==> src/rtl/itc_pkg.sv <==
package itc_pkg;
  typedef enum logic [1:0] {
    LD_IDLE = 2'd0,
    LD_WAIT_LO = 2'd1,
    LD_WAIT_HI = 2'd2,
    LD_RUN = 2'd3
  } loadState_t;

  typedef struct packed {
    logic clearOut;
    logic latchLo;
    logic loadCnt;
    logic countEn;
  } ctlStrobe_t;
endpackage

==> src/rtl/itc_ctrl.sv <==
module itc_ctrl
  import itc_pkg::*;
#(
  parameter int DATA_W = 8,
  parameter int ADDR_W = 2,
  parameter int PORT_ADDR = 0,
  parameter int DATA_ADDR = 1,
  parameter int CMD_ADDR = 2,
  parameter int CH_SEL = 2,
  parameter int PORT_KEEP = 4,
  parameter int OUT_BIT = 5
) (
  input  logic              clk,
  input  logic              rstN,
  input  logic [ADDR_W-1:0] busAddr,
  input  logic              busWr,
  input  logic [DATA_W-1:0] busWrData,
  input  logic              tickEn,
  input  logic              chanOut,
  output ctlStrobe_t        strobe,
  output logic [DATA_W-1:0] busRdData,
  output logic              gateOn,
  output logic              spkEn
);
  loadState_t state, stateNext;
  logic [PORT_KEEP-1:0] portReg;
  logic cmdHit, dataWr, portWr;

  assign cmdHit = busWr && (busAddr == ADDR_W'(CMD_ADDR)) && (busWrData[DATA_W-1 -: 2] == 2'(CH_SEL));
  assign dataWr = busWr && (busAddr == ADDR_W'(DATA_ADDR));
  assign portWr = busWr && (busAddr == ADDR_W'(PORT_ADDR));
  assign gateOn = portReg[0];
  assign spkEn = portReg[1];

  always_comb begin
    strobe = '0;
    stateNext = state;
    if (cmdHit) begin
      strobe.clearOut = 1'b1;
      stateNext = LD_WAIT_LO;
    end else if (dataWr) begin
      case (state)
        LD_WAIT_LO, LD_RUN: begin
          strobe.latchLo = 1'b1;
          strobe.clearOut = 1'b1;
          stateNext = LD_WAIT_HI;
        end
        LD_WAIT_HI: begin
          strobe.loadCnt = 1'b1;
          stateNext = LD_RUN;
        end
        default: stateNext = state;
      endcase
    end else begin
      strobe.countEn = (state == LD_RUN) && tickEn && gateOn;
    end
  end

  always_ff @(posedge clk) begin
    if (!rstN) begin
      state <= LD_IDLE;
      portReg <= '0;
    end else begin
      state <= stateNext;
      if (portWr) portReg <= busWrData[PORT_KEEP-1:0];
    end
  end

  always_comb begin
    busRdData = '0;
    if (busAddr == ADDR_W'(PORT_ADDR)) begin
      busRdData[PORT_KEEP-1:0] = portReg;
      busRdData[OUT_BIT] = chanOut;
    end
  end
endmodule

==> src/rtl/itc_datapath.sv <==
module itc_datapath
  import itc_pkg::*;
#(
  parameter int DATA_W = 8,
  localparam int CNT_W = 2 * DATA_W
) (
  input  logic              clk,
  input  logic              rstN,
  input  ctlStrobe_t        strobe,
  input  logic [DATA_W-1:0] busWrData,
  output logic [CNT_W-1:0]  count,
  output logic              chanOut
);
  logic [DATA_W-1:0] loLatch;

  always_ff @(posedge clk) begin
    if (!rstN) begin
      loLatch <= '0;
      count <= '0;
      chanOut <= 1'b0;
    end else begin
      if (strobe.latchLo) loLatch <= busWrData;
      if (strobe.loadCnt) count <= {busWrData, loLatch};
      else if (strobe.countEn) count <= count - CNT_W'(1);
      if (strobe.clearOut || strobe.loadCnt) chanOut <= 1'b0;
      else if (strobe.countEn && count == CNT_W'(1)) chanOut <= 1'b1;
    end
  end
endmodule

==> src/rtl/itc_top.sv <==
module itc_top
  import itc_pkg::*;
#(
  parameter int DATA_W = 8,
  parameter int ADDR_W = 2,
  parameter int PORT_ADDR = 0,
  parameter int DATA_ADDR = 1,
  parameter int CMD_ADDR = 2,
  localparam int CNT_W = 2 * DATA_W
) (
  input  logic              clk,
  input  logic              rstN,
  input  logic [ADDR_W-1:0] busAddr,
  input  logic              busWr,
  input  logic [DATA_W-1:0] busWrData,
  output logic [DATA_W-1:0] busRdData,
  input  logic              tickEn,
  output logic              speakerOut
);
  ctlStrobe_t strobe;
  logic gateOn, spkEn, chanOut;
  logic [CNT_W-1:0] count;

  itc_ctrl #(
    .DATA_W(DATA_W), .ADDR_W(ADDR_W), .PORT_ADDR(PORT_ADDR),
    .DATA_ADDR(DATA_ADDR), .CMD_ADDR(CMD_ADDR)
  ) u_ctrl (
    .clk(clk), .rstN(rstN), .busAddr(busAddr), .busWr(busWr),
    .busWrData(busWrData), .tickEn(tickEn), .chanOut(chanOut),
    .strobe(strobe), .busRdData(busRdData), .gateOn(gateOn), .spkEn(spkEn)
  );

  itc_datapath #(.DATA_W(DATA_W)) u_dp (
    .clk(clk), .rstN(rstN), .strobe(strobe), .busWrData(busWrData),
    .count(count), .chanOut(chanOut)
  );

  assign speakerOut = chanOut & spkEn;
endmodule

==> config.mk <==
export PLATFORM = sky130hd
export DESIGN_NAME = itc_top
export DESIGN_NICKNAME = d
export VERILOG_FILES = /design/src/rtl/itc_pkg.sv /design/src/rtl/itc_ctrl.sv /design/src/rtl/itc_datapath.sv /design/src/rtl/itc_top.sv
export SDC_FILE = /design/constraint.sdc
export NUM_CORES = 1
export LEC_CHECK = 0
export BUFFER_PORTS_ARGS = -buffer_cell sky130_fd_sc_hd__buf_2
export CORE_UTILIZATION = 60
export CTS_CLUSTER_SIZE = 24
export DETAILED_ROUTE_END_ITERATION = 7
export PLACE_DENSITY = 0.83
export SYNTH_ARGS = -nofsm -noshare
export SYNTH_HDL_FRONTEND = slang
export SYNTH_SLANG_ARGS = --single-unit
==> constraint.sdc <==
create_clock -name clk -period 3.1 [get_ports clk]
set_clock_uncertainty 0.1 [all_clocks]
set_input_delay 0.465 -clock clk [delete_from_list [all_inputs] [get_ports clk]]
set_output_delay 0.465 -clock clk [all_outputs]
set_load 0.02 [all_outputs]
# Yosys cells after proc, flatten, opt, wreduce, memory -nomap -nowiden
# Cells that the tools add are included.
# Widths: inputs -> output; s select.
# word_totals
reg_bits,31
input_bits,14
out_inout_bits,9
wordCells,47
# classes
n_addsub,1
eq_ne,7
mux,13
n_bitwise,2
reduce_logical,18
# ops
operator,n
$mux 16,2
$eq 16x1->1 const B,1
$sub 16x1->16 const B,1
$eq 2x2->1 const B,4
$logic_and 1x1->1,7
$mux 1,6
$mux 3,2
$reduce_bool 2->1,3
$reduce_or 2->1,3
$eq 2x1->1 const B,2
$mux 4,1
$pmux 2 s2,1
$reduce_and 2->1,2
$reduce_bool 3->1,1
$logic_not 2->1,1
$mux 2,1
$and 1x1->1,1
$logic_or 1x1->1,1
$not 1->1,1

# Logic depth before layout (Yosys ltp)
# Gate-level depths: netlist of the first run.
# logic_depth
word_depth,7
ltp_mapped,7
mapped_depth_nobuf,6

# Cells and area by module
# A second synthesis of the first run with hierarchy kept.
# unflattened
hier_cells,176
hier_area_um2,1626.6
# by_module_without_submodules
module,instances,cells_per_inst,area_each_um2
itc_datapath,1,135,1273.7
itc_ctrl,1,40,346.6
itc_top,1,1,6.3

# Worst setup path after synthesis of the first run
# No wires, ideal clock.
# synth_path
kind,input to register
startpoint,in busWrData[7]
endpoint,reg u_dp.count[10]
t_arrival_ns,1.652
slack_ns,1.234
path_stages,7
n_path_buf,2
path_cell_list,and3b_1 a211oi_4 and2_1 buf_2 buf_2 a21oi_1 o21a_1
# synth_between
elab_chain_cells,4
elab_cells_between_ends,5
# synth_rtl
element,line_no,text
from (decl),itc_top.sv:15,"input logic [DATA_W-1:0] busWrData,"
$eq 2x2->1 *,itc_ctrl.sv:29,assign cmdHit = busWr && (busAddr == ADDR_W'(CMD_ADDR)) && (busWrData[DATA_W-1 -: 2] == 2'(CH_SEL));
$logic_and 1x1->1 *,itc_ctrl.sv:29,
$mux 3 *,itc_ctrl.sv:38,if (cmdHit) begin
$mux 16 / $reduce_bool 2->1 (equally long branches),n/a,
to (signal assigned),itc_datapath.sv:23,"if (strobe.loadCnt) count <= {busWrData, loLatch};"
to (signal assigned),itc_datapath.sv:24,else if (strobe.countEn) count <= count - CNT_W'(1);
to (decl),itc_datapath.sv:11,"output logic [CNT_W-1:0] count,"
# Mark *: on every way between the ends. The rest lies on a longest branch, timed or not.
# A chain may end at the register's enable or synchronous reset.

# Worst setup path after layout of the first run
# layout_path
startpoint,reg u_ctrl.state[0]
endpoint,reg u_dp.count[15]
# layout_between
elab_chain_cells,6
elab_cells_between_ends,10
# layout_rtl
element,line_no,text
from (decl),itc_ctrl.sv:25,"loadState_t state, stateNext;"
from (signal assigned),itc_ctrl.sv:64,state <= stateNext;
$eq 2x2->1,itc_ctrl.sv:55,strobe.countEn = (state == LD_RUN) && tickEn && gateOn;
$logic_and 1x1->1 (2 in a row),itc_ctrl.sv:55,
$mux 1,itc_ctrl.sv:41,end else if (dataWr) begin
$mux 3 *,itc_ctrl.sv:38,
$reduce_bool 2->1 (no source line),n/a,
# Marked as above.

==> results.json, run 1 <==
{
  "vdd_ir_drop_max_v": 0.000358,
  "clk_transition_reported_paths_ns": 0.11,
  "rsz0062_at_grt": "no",
  "worstSetupPathType": "flop to flop",
  "path_delay_family": "compound AO/OA/AOI/OAI gates",
  "via_per_inst": 6.50,
  "drv_cap": 0,
  "synth_top_flop_cell": "dfxtp_1",
  "cp-startpoint": "u_ctrl.state[0]",
  "gr-total-overflow": 0,
  "remaining_drc_errors": 0,
  "setup_tns_ns": 0,
  "vias": 1625,
  "htree_levels": 2,
  "worstPathRequired_ns": 3.18,
  "start_util": 0.642,
  "period_needed_ns": 2.10,
  "stdcell_area_um2": 1790,
  "clock.fmax_ghz": 0.476,
  "worst_hold_slack_ns": 0.267,
  "port_buffers": 19,
  "gp_congestion": 0.926,
  "ys_types": 43,
  "p_seq_frac": 0.519,
  "cts_setup_buffers": 0,
  "end_kind": "flop",
  "grt_max_degree": 26,
  "routed_wl_mm": 4.17,
  "groute.usage.overall": 0.325,
  "grt_antenna_before_repair": 0,
  "relSlewSlack": 0.483,
  "place_area_um2": 1710,
  "async_flop_share": 0,
  "r2r_start": "u_ctrl.state[0]",
  "wl_per_cell_um": 16.7,
  "ys_warn_count": 0,
  "switchingPower_mw": 0.171,
  "clock-sinks": 31,
  "hold_violations": 0,
  "power_density_nw_per_um2": 432,
  "switching_share": 0.221,
  "cp_num_buf_inv": 1,
  "start_kind": "flop",
  "grt_pass1_vias": 1365,
  "worstMarginPinSlew_ns": 0.774,
  "clkPwrFrac": 0.433,
  "ctsLongestPathBuffers": 2,
  "syn_inst": 202,
  "pin_count": 23,
  "finalCritPeriodShare": 0.677,
  "tritoncts": "done",
  "die_x_um": 53.9,
  "synth-seq-cells": 31,
  "outcome": "finished, final reports clean",
  "whs_path_depth": 3,
  "cts_buffers": 5,
  "final_common_cell": "nand2_1",
  "cts_root_buf": "clkbuf_4",
  "layout_common_cells": "40 x nand2_1, 31 x dfxtp_1, 20 x a21oi_1",
  "coreArea_um2": 2520,
  "crit_arrival_ns": 2.18,
  "path_depth": 5,
  "post_cts_resized": 0,
  "clkLatencyLatePin_ns": 0.34,
  "slew_violations": 0,
  "slowest_delay_ns": 0.59,
  "p_comb_frac": 0.048,
  "holdBufCountCts": 0,
  "setup_violations": 0,
  "reg2reg_depth": 5,
  "p_int_mw": 0.603,
  "rows": 18,
  "area_growth_pct": 10.7,
  "synth_area_um2": 1620,
  "synth-edff-count": 0,
  "n_fill_cell": 206,
  "hp-start": "busWrData[5]",
  "drtPass1Iterations": 5,
  "final_nets": 235,
  "die-area_um2": 2910,
  "hold_path.class": "input pin to flop",
  "dpl.hpwl_mm": 3.00,
  "synth.avg_cell_area_um2": 8.02,
  "ys_seq_area_frac": 0.383,
  "grt_pass1_wl_mm": 6.51,
  "diodes": 0,
  "crit_fanout": 9,
  "p_leak_nw": 0.732,
  "ant_nets": 0,
  "fp.dieH_um": 53.9,
  "final_layout_size_suffix_gt1_frac": 0.145,
  "crit_path_top_delay_cell": "o311ai_0",
  "path_cells": "inv_1, a211oi_4, nand2_1, o311ai_0, a21oi_1",
  "drt_iter0_drc": 80
}
## cell type report
class | instances | area [µm²] | area share
inverters | 5 | 18.8 | 0.0105
well taps | 30 | 37.5 | 0.0209
clock buffers | 6 | 51.3 | 0.0286
flip-flops and latches | 31 | 621 | 0.346
multi-input cells | 156 | 927 | 0.517
repair buffers | 20 | 103 | 0.0572
clock inverters | 2 | 35.0 | 0.0195
## logic make-up after synthesis
logic type      share of synthesized area
flops                               0.383
buf+inv                            0.0487
other cells                       0.00232
mux                                0.0309
fa+ha+maj                          0.0155
compound gates                      0.243
simple gates                        0.276
## metal layers
layer / share of wire / track usage
met5: 0 / 0
met4: 0.024 / 0.118
met3: 0.076 / 0.0706
met2: 0.48 / 0.535
met1: 0.42 / 0.412
## metrics by stage
stage               setup WS, ns  power, mW  utilization  instances
floorplan                   1.23      0.435            -        204
global placement           0.905      0.446        0.677        242
detailed placement         0.839      0.448        0.677        242
CTS                         1.12      0.775        0.711        250
global route               0.943      0.800        0.711        250
finish                      1.00      0.774        0.711        250
## flip-flops by register name (all words and copies together), names as in the netlist
name / count
u_dp.chanOut: 1
u_ctrl.state: 2
u_ctrl.portReg: 4
u_dp.loLatch: 8
u_dp.count: 16
## synthesized netlist by cell type, types with 5 or more instances
master    number  area (µm²)
nand2_1       40         150
a21oi_1       20         100
dfxtp_1       31         621
nor2_1        18        67.6
inv_1          5        18.8
clkbuf_1       5        18.8
a31oi_1        5        31.3
and2_1         8        50.1
mux2i_1        5        50.1
## worst reg2reg max path, cell delays in order (launching register included)
cell,delay (ns)
dfxtp_1,0.39
inv_1,0.12
a211oi_4,0.29
nand2_1,0.29
o311ai_0,0.59
a21oi_1,0.16
## power by group through the flow
stage	clock, mW	combinational (mW)	sequential [mW]
finish	0.336	0.0371	0.402
detailed placement	0	0.0365	0.411
floorplan	0	0.0241	0.411
CTS	0.336	0.0368	0.402
global placement	0	0.0354	0.411
global route	0.357	0.0402	0.402
## final timing paths
check / endpoint / slack, ns
min: u_dp.loLatch[5] / 0.27
max: u_dp.count[15] / 1.00
min reg2reg: u_dp.loLatch[7] / 0.37
max reg2reg: u_dp.count[15] / 1.00
No activity file was read; power rests on OpenSTA's default activity.
==> run 2: changes to the inputs <==
Settings changed: ABC_AREA set to 1, CORE_UTILIZATION 60 to 51, PLACE_DENSITY 0.83 to 0.74.
Clock period 3.1 ns to 1.9 ns, I/O delays scaled along.
==> run 2 against run 1 <==
  * Setup slack lost 0.69 ns
  * Clock-buffer cell count grew 1
  * Power grew 42%
  * Die area grew 30%
  * Highest routed layer unchanged
==> results.json, run 2 <==
{
  "die-area_um2": 3770,
  "whs_path_depth": 3,
  "switching_share": 0.253,
  "yosysTopAreaCellShare": 0.345,
  "clkLatencyLatePin_ns": 0.34,
  "ys_seq_area_frac": 0.345,
  "synth_area_um2": 1800,
  "via_per_inst": 4.96,
  "syn_inst": 292,
  "critPathMostFrequentCell": "nor2_1",
  "grt_pass1_wl_mm": 6.53,
  "reg.largest.list": "u_dp.count x16, u_dp.loLatch x8, u_ctrl.portReg x4",
  "end_kind": "flop",
  "gr-total-overflow": 0,
  "dpl.hpwl_mm": 3.00,
  "coreArea_um2": 3360,
  "final_layout_size_suffix_gt1_frac": 0.108,
  "diodes": 0,
  "ys_warn_count": 0,
  "drtPass1Iterations": 4,
  "power_density_nw_per_um2": 559,
  "vdd_ir_drop_max_v": 0.000412,
  "pre_cts_slack_ns": 0.324,
  "wl_per_cell_um": 11.1,
  "regMostFlops": "u_dp.count",
  "synth-edff-count": 0,
  "layout_common_cells": "72 x nand2_1, 48 x nor2_1, 41 x inv_1",
  "fp.dieH_um": 61.4,
  "worst_hold_slack_ns": 0.135,
  "groute.usage.overall": 0.240,
  "grt_pass1_vias": 1483,
  "gp_congestion": 0.848,
  "layout_setup_ws_ns": 0.314,
  "r2r_end": "u_dp.count[13]",
  "slowest_delay_ns": 0.37,
  "crit_path_top_delay_cell": "dfxtp_1",
  "grt_max_degree": 17,
  "ctsLongestPathBuffers": 2,
  "synth_top_area_cell": "dfxtp_1",
  "largest_reg_flops": 16,
  "clock.fmax_ghz": 0.631,
  "rrSetupSlack_ns": 0.31,
  "synth.avg_cell_area_um2": 6.16,
  "finalCritPeriodShare": 0.835,
  "ys_types": 24,
  "n_fill_cell": 364,
  "drt_iter0_drc": 111,
  "synth-seq-cells": 31,
  "cts_setup_buffers": 0,
  "clk_transition_reported_paths_ns": 0.10,
  "min_delay_worst_endpoint": "u_dp.loLatch[5]",
  "cp_num_buf_inv": 1,
  "remaining_drc_errors": 0,
  "slew_violations": 0,
  "vias": 1787,
  "relSlewSlack": 0.645,
  "p_int_mw": 0.820,
  "rsz0062_at_grt": "no",
  "pin_count": 23,
  "ys_top_cells_by_area": "dfxtp_1 34%, nand2_1 15%, nor2_1 10%, inv_1 8.6%, nand3_1 8.3%",
  "synth_top_flop_cell": "dfxtp_1",
  "stdcell_area_um2": 1960,
  "holdBufCountCts": 0,
  "synth_common_cells": "72 x nand2_1, 48 x nor2_1, 41 x inv_1",
  "p_seq_frac": 0.599,
  "area_growth_pct": 9.04,
  "synth_most_common_cell": "nand2_1",
  "cts_buffers": 5,
  "hold_path.class": "input pin to flop",
  "outcome": "finished, final reports clean",
  "reg2reg_depth": 8,
  "crit_fanout": 5,
  "setup_tns_ns": 0,
  "clock-sinks": 31,
  "drv_cap": 0,
  "final_nets": 329,
  "port_buffers": 19,
  "htree_levels": 2,
  "worstPathRequired_ns": 2.01,
  "p_leak_nw": 0.954,
  "start_util": 0.535,
  "die_x_um": 61.4,
  "switchingPower_mw": 0.277,
  "worstMarginPinSlew_ns": 0.532,
  "crit_arrival_ns": 1.70,
  "rows": 21,
  "ant_nets": 0,
  "post_cts_resized": 0,
  "tritoncts": "done",
  "p_comb_frac": 0.061,
  "place_area_um2": 1910,
  "hold_violations": 0,
  "worstSetupPathType": "flop to flop",
  "cts_root_buf": "clkbuf_4",
  "grt_antenna_before_repair": 0,
  "path_delay_family": "simple AND/OR/NAND/NOR gates",
  "clkPwrFrac": 0.340,
  "routed_wl_mm": 3.98,
  "async_flop_share": 0,
  "hp-start": "busWrData[5]",
  "final_common_cell": "nand2_1",
  "start_kind": "flop",
  "path_cells": "inv_1, nand3_1, nor2_1, nand3_1, nand2_1, nor2_1, nor2_1, nor2_1",
  "period_needed_ns": 1.59,
  "r2r_start": "u_dp.count[2]",
  "power.total_mw": 1.10,
  "setup_violations": 0
}
-- run 2: stage by stage --
| stage | util | std cells |
|---|---|---|
| after floorplan | - | 294 |
| after global placement | 0.568 | 352 |
| after detailed placement | 0.568 | 352 |
| after CTS | 0.583 | 360 |
| after global routing | 0.583 | 360 |
| final | 0.583 | 360 |
-- run 2: final cells by class --
cell class	instances	area [µm²]	share of cell area
Multi-Input combinational cell	211	958	0.489
Sequential cell	31	621	0.316
Inverter	42	158	0.0804
Timing Repair Buffer	22	118	0.0599
Tap cell	46	57.6	0.0293
Clock buffer	7	45.0	0.0230
Clock inverter	1	5.00	0.00255
-- run 2: worst register-to-register path, cell delays in order, from the launching register on --
cell     delay (ns)
dfxtp_1        0.37
inv_1          0.07
nand3_1        0.20
nor2_1         0.37
nand3_1        0.12
nand2_1        0.07
nor2_1         0.04
nor2_1         0.08
nor2_1         0.04
-- run 2: how the worst max path moves through the flow --
stage / from / end / slack (ns) / cells past startpoint
6_report: u_dp.count[2] / u_dp.count[13] / 0.31 / 8
3_5_place_dp: busAddr[1] / u_dp.count[0] / 0.32 / 9
3_3_place_gp: busAddr[1] / u_dp.chanOut / 0.32 / 8
2_1_floorplan: u_ctrl.state[0] / u_dp.count[10] / 0.55 / 8
4_1_cts: u_dp.count[2] / u_dp.count[13] / 0.32 / 8
5_1_grt: u_ctrl.state[0] / u_dp.count[0] / 0.13 / 7
-- run 2: power groups by stage --
stage | registers [mW] | logic (mW) | clock network, mW
global route | 0.658 | 0.0754 | 0.415
global placement | 0.672 | 0.0660 | 0
CTS | 0.657 | 0.0665 | 0.379
finish | 0.657 | 0.0669 | 0.373
floorplan | 0.672 | 0.0409 | 0
detailed placement | 0.672 | 0.0663 | 0
-- run 2: cells by family (layout without fill, tap and decap cells) --
group | Yosys count | after routing | share of synthesized area
AND/OR/NAND/NOR | 159 | 159 | 0.373
buffers and inverters | 52 | 72 | 0.127
AO/OA/AOI/OAI | 44 | 44 | 0.125
flip-flops | 31 | 31 | 0.345
XOR/XNOR | 3 | 3 | 0.0146
adder cells (fa/ha/maj) | 2 | 2 | 0.0139
other | 1 | 3 | 0.00208
-- run 2: layer usage --
metal  GRT usage  wire length, µm
met3      0.0567              220
met4      0.0952               75
met1       0.334             1950
met5           0                0
met2       0.359             1740
==> run 3: changes to the inputs <==
Settings changed: ABC_AREA 1 to 0, CORE_UTILIZATION 51 to 50.
Clock period 1.9 ns to 1.33 ns, I/O delays scaled along.
==> run 3 against run 2 <==
  * The flow now finishes with violations (setup timing)
  * Sequential cell count stayed put
  * Setup slack worse by 0.78 ns
  * Worst hold slack worse by 0.11 ns
  * Via count is 17% higher
  * Register-to-register slack worse by 0.78 ns
  * Clock-buffer cell count is 2 lower
  * Combinational power is 97% higher
  * Final cell count is 8.3% lower
  * Fmax is 12% lower
  * Core utilization is 26 points higher
  * Power is 49% higher
  * Clock power is 53% higher
  * Largest cell class unchanged
==> results.json, run 3 (synthesis results as in run 1) <==
{
  "p_seq_frac": 0.572,
  "cts_root_buf": "clkbuf_4",
  "fp.dieH_um": 58.9,
  "final_nets": 301,
  "switching_share": 0.276,
  "area_growth_pct": 59.2,
  "stdcell_area_um2": 2580,
  "clk_transition_reported_paths_ns": 0.11,
  "via_per_inst": 6.35,
  "regMostFlops": "u_dp.count",
  "pre_cts_slack_ns": -0.509,
  "p_comb_frac": 0.081,
  "grtUsageMet1": 0.422,
  "gr-total-overflow": 0,
  "failed_checks": "setup timing",
  "p_int_mw": 1.19,
  "grt_util_met3": 0.0989,
  "htree_levels": 2,
  "reg.largest.list": "u_dp.count x16, u_dp.loLatch x8, u_ctrl.portReg x4",
  "vias": 2096,
  "rsz0062_at_grt": "yes",
  "drv_cap": 0,
  "endpoint": "u_dp.count[13]",
  "crit_fanout": 2,
  "period_needed_ns": 1.79,
  "finalCritPeriodShare": 1.35,
  "cts_buffers": 5,
  "gp_congestion": 0.954,
  "start_util": 0.530,
  "vdd_ir_drop_max_v": 0.000638,
  "port_buffers": 19,
  "rrSetupSlack_ns": -0.46,
  "p_leak_nw": 1.12,
  "start_kind": "flop",
  "diodes": 0,
  "grt_max_degree": 17,
  "worstPathRequired_ns": 1.50,
  "routed_wl_mm": 6.97,
  "groute.usage.overall": 0.385,
  "grt_util_met2": 0.680,
  "worst_hold_slack_ns": 0.0229,
  "grt_pass1_vias": 2021,
  "reg2reg_depth": 5,
  "ctsLongestPathBuffers": 2,
  "layout_setup_ws_ns": -0.463,
  "hold_path.class": "input pin to flop",
  "clkLatencyLatePin_ns": 0.36,
  "wl_per_cell_um": 21.1,
  "grt_antenna_before_repair": 0,
  "slew_violations": 0,
  "die_x_um": 58.9,
  "multi_input_area_um2": 1140,
  "setup_violations": 18,
  "clock.fmax_ghz": 0.558,
  "clkPwrFrac": 0.347,
  "coreArea_um2": 3050,
  "grt_pass1_wl_mm": 9.68,
  "drtPass1Iterations": 6,
  "fin_util": 0.844,
  "hold_violations": 0,
  "switchingPower_mw": 0.453,
  "clock-sinks": 31,
  "rows": 20,
  "dpl.hpwl_mm": 4.02,
  "drt_iter0_drc": 296,
  "cp-startpoint": "u_dp.count[5]",
  "final_common_cell": "buf_4",
  "r2r_start": "u_dp.count[5]",
  "path_cells": "nor4_4, nand2_2, nor2_4, or4b_1, a31oi_1",
  "end_kind": "flop",
  "layout_common_cells": "50 x buf_4, 34 x nand2_1, 22 x dfxtp_1",
  "tritoncts": "done",
  "regArea_um2": 632,
  "r2r_end": "u_dp.count[13]",
  "crit_path_top_delay_cell": "or4b_1",
  "final_layout_size_suffix_gt1_frac": 0.503,
  "power.total_mw": 1.64,
  "remaining_drc_errors": 0,
  "outcome": "complete, but fails checks",
  "largest_reg_flops": 16,
  "pin_count": 23,
  "busiest_layer": "met2",
  "place_area_um2": 2220,
  "slowest_delay_ns": 0.50,
  "crit_arrival_ns": 1.97,
  "n_fill_cell": 178,
  "worstSetupPathType": "flop to flop",
  "ant_nets": 0,
  "power_density_nw_per_um2": 636,
  "die-area_um2": 3470
}
-- run 3: repair_timing --
action                     4_1_cts  5_1_grt
resized for setup               39       19
cloned                           1        0
setup endpoints to repair       19       23
pin swaps                       13       23
hold buffers                     0        0
buffers inserted                 3       11
-- run 3: layout make-up --
| cell class | instances | area share |
|---|---|---|
| Clock inverter | 3 | 0.00583 |
| Timing Repair Buffer | 85 | 0.265 |
| Inverter | 5 | 0.00728 |
| Multi-Input combinational cell | 157 | 0.441 |
| Tap cell | 44 | 0.0214 |
| Clock buffer | 5 | 0.0146 |
| Sequential cell | 31 | 0.245 |
-- run 3: through the flow --
| step | TNS (ns) | instances |
|---|---|---|
| floorplan | -2.86 | 204 |
| global placement | -5.50 | 309 |
| detailed placement | -6.56 | 309 |
| CTS | -3.55 | 321 |
| global route | -5.41 | 330 |
| finish | -4.84 | 330 |
-- run 3: worst min path at each step --
stage	to	cells past startpoint	start	slack, ns
after floorplan	u_dp.loLatch[0]	2	busWrData[0]	0.24
after global placement	u_dp.loLatch[7]	2	u_dp.loLatch[7]	0.34
after detailed placement	u_dp.loLatch[2]	2	u_dp.loLatch[2]	0.36
after CTS	u_dp.loLatch[4]	3	busWrData[4]	0.01
after global routing	u_dp.loLatch[1]	3	busWrData[1]	0.02
final	u_dp.loLatch[2]	3	busWrData[2]	0.02
-- run 3: worst max-delay path, delay by kind of cell, from the launching register on --
family / cells / cell delay [ns]
flops: 1 / 0.35
compound gates: 1 / 0.17
simple gates: 4 / 1.09
-- run 3: power by group through the flow --
stage                     combinational [mW]  clock (mW)  sequential [mW]
after global routing                   0.140       0.602            0.938
after global placement                 0.112           0            0.957
final                                  0.132       0.569            0.937
after detailed placement               0.118           0            0.958
after CTS                              0.123       0.554            0.937
after floorplan                       0.0568           0            0.957
-- run 3: metal layers --
metal / part of all wire / vias to the layer above / wire [µm]
met1: 0.34 / 954 / 2390
li1: - / 891 / -
met3: 0.11 / 66 / 790
met2: 0.48 / 185 / 3350
met5: 0 / - / 0
met4: 0.064 / 0 / 449
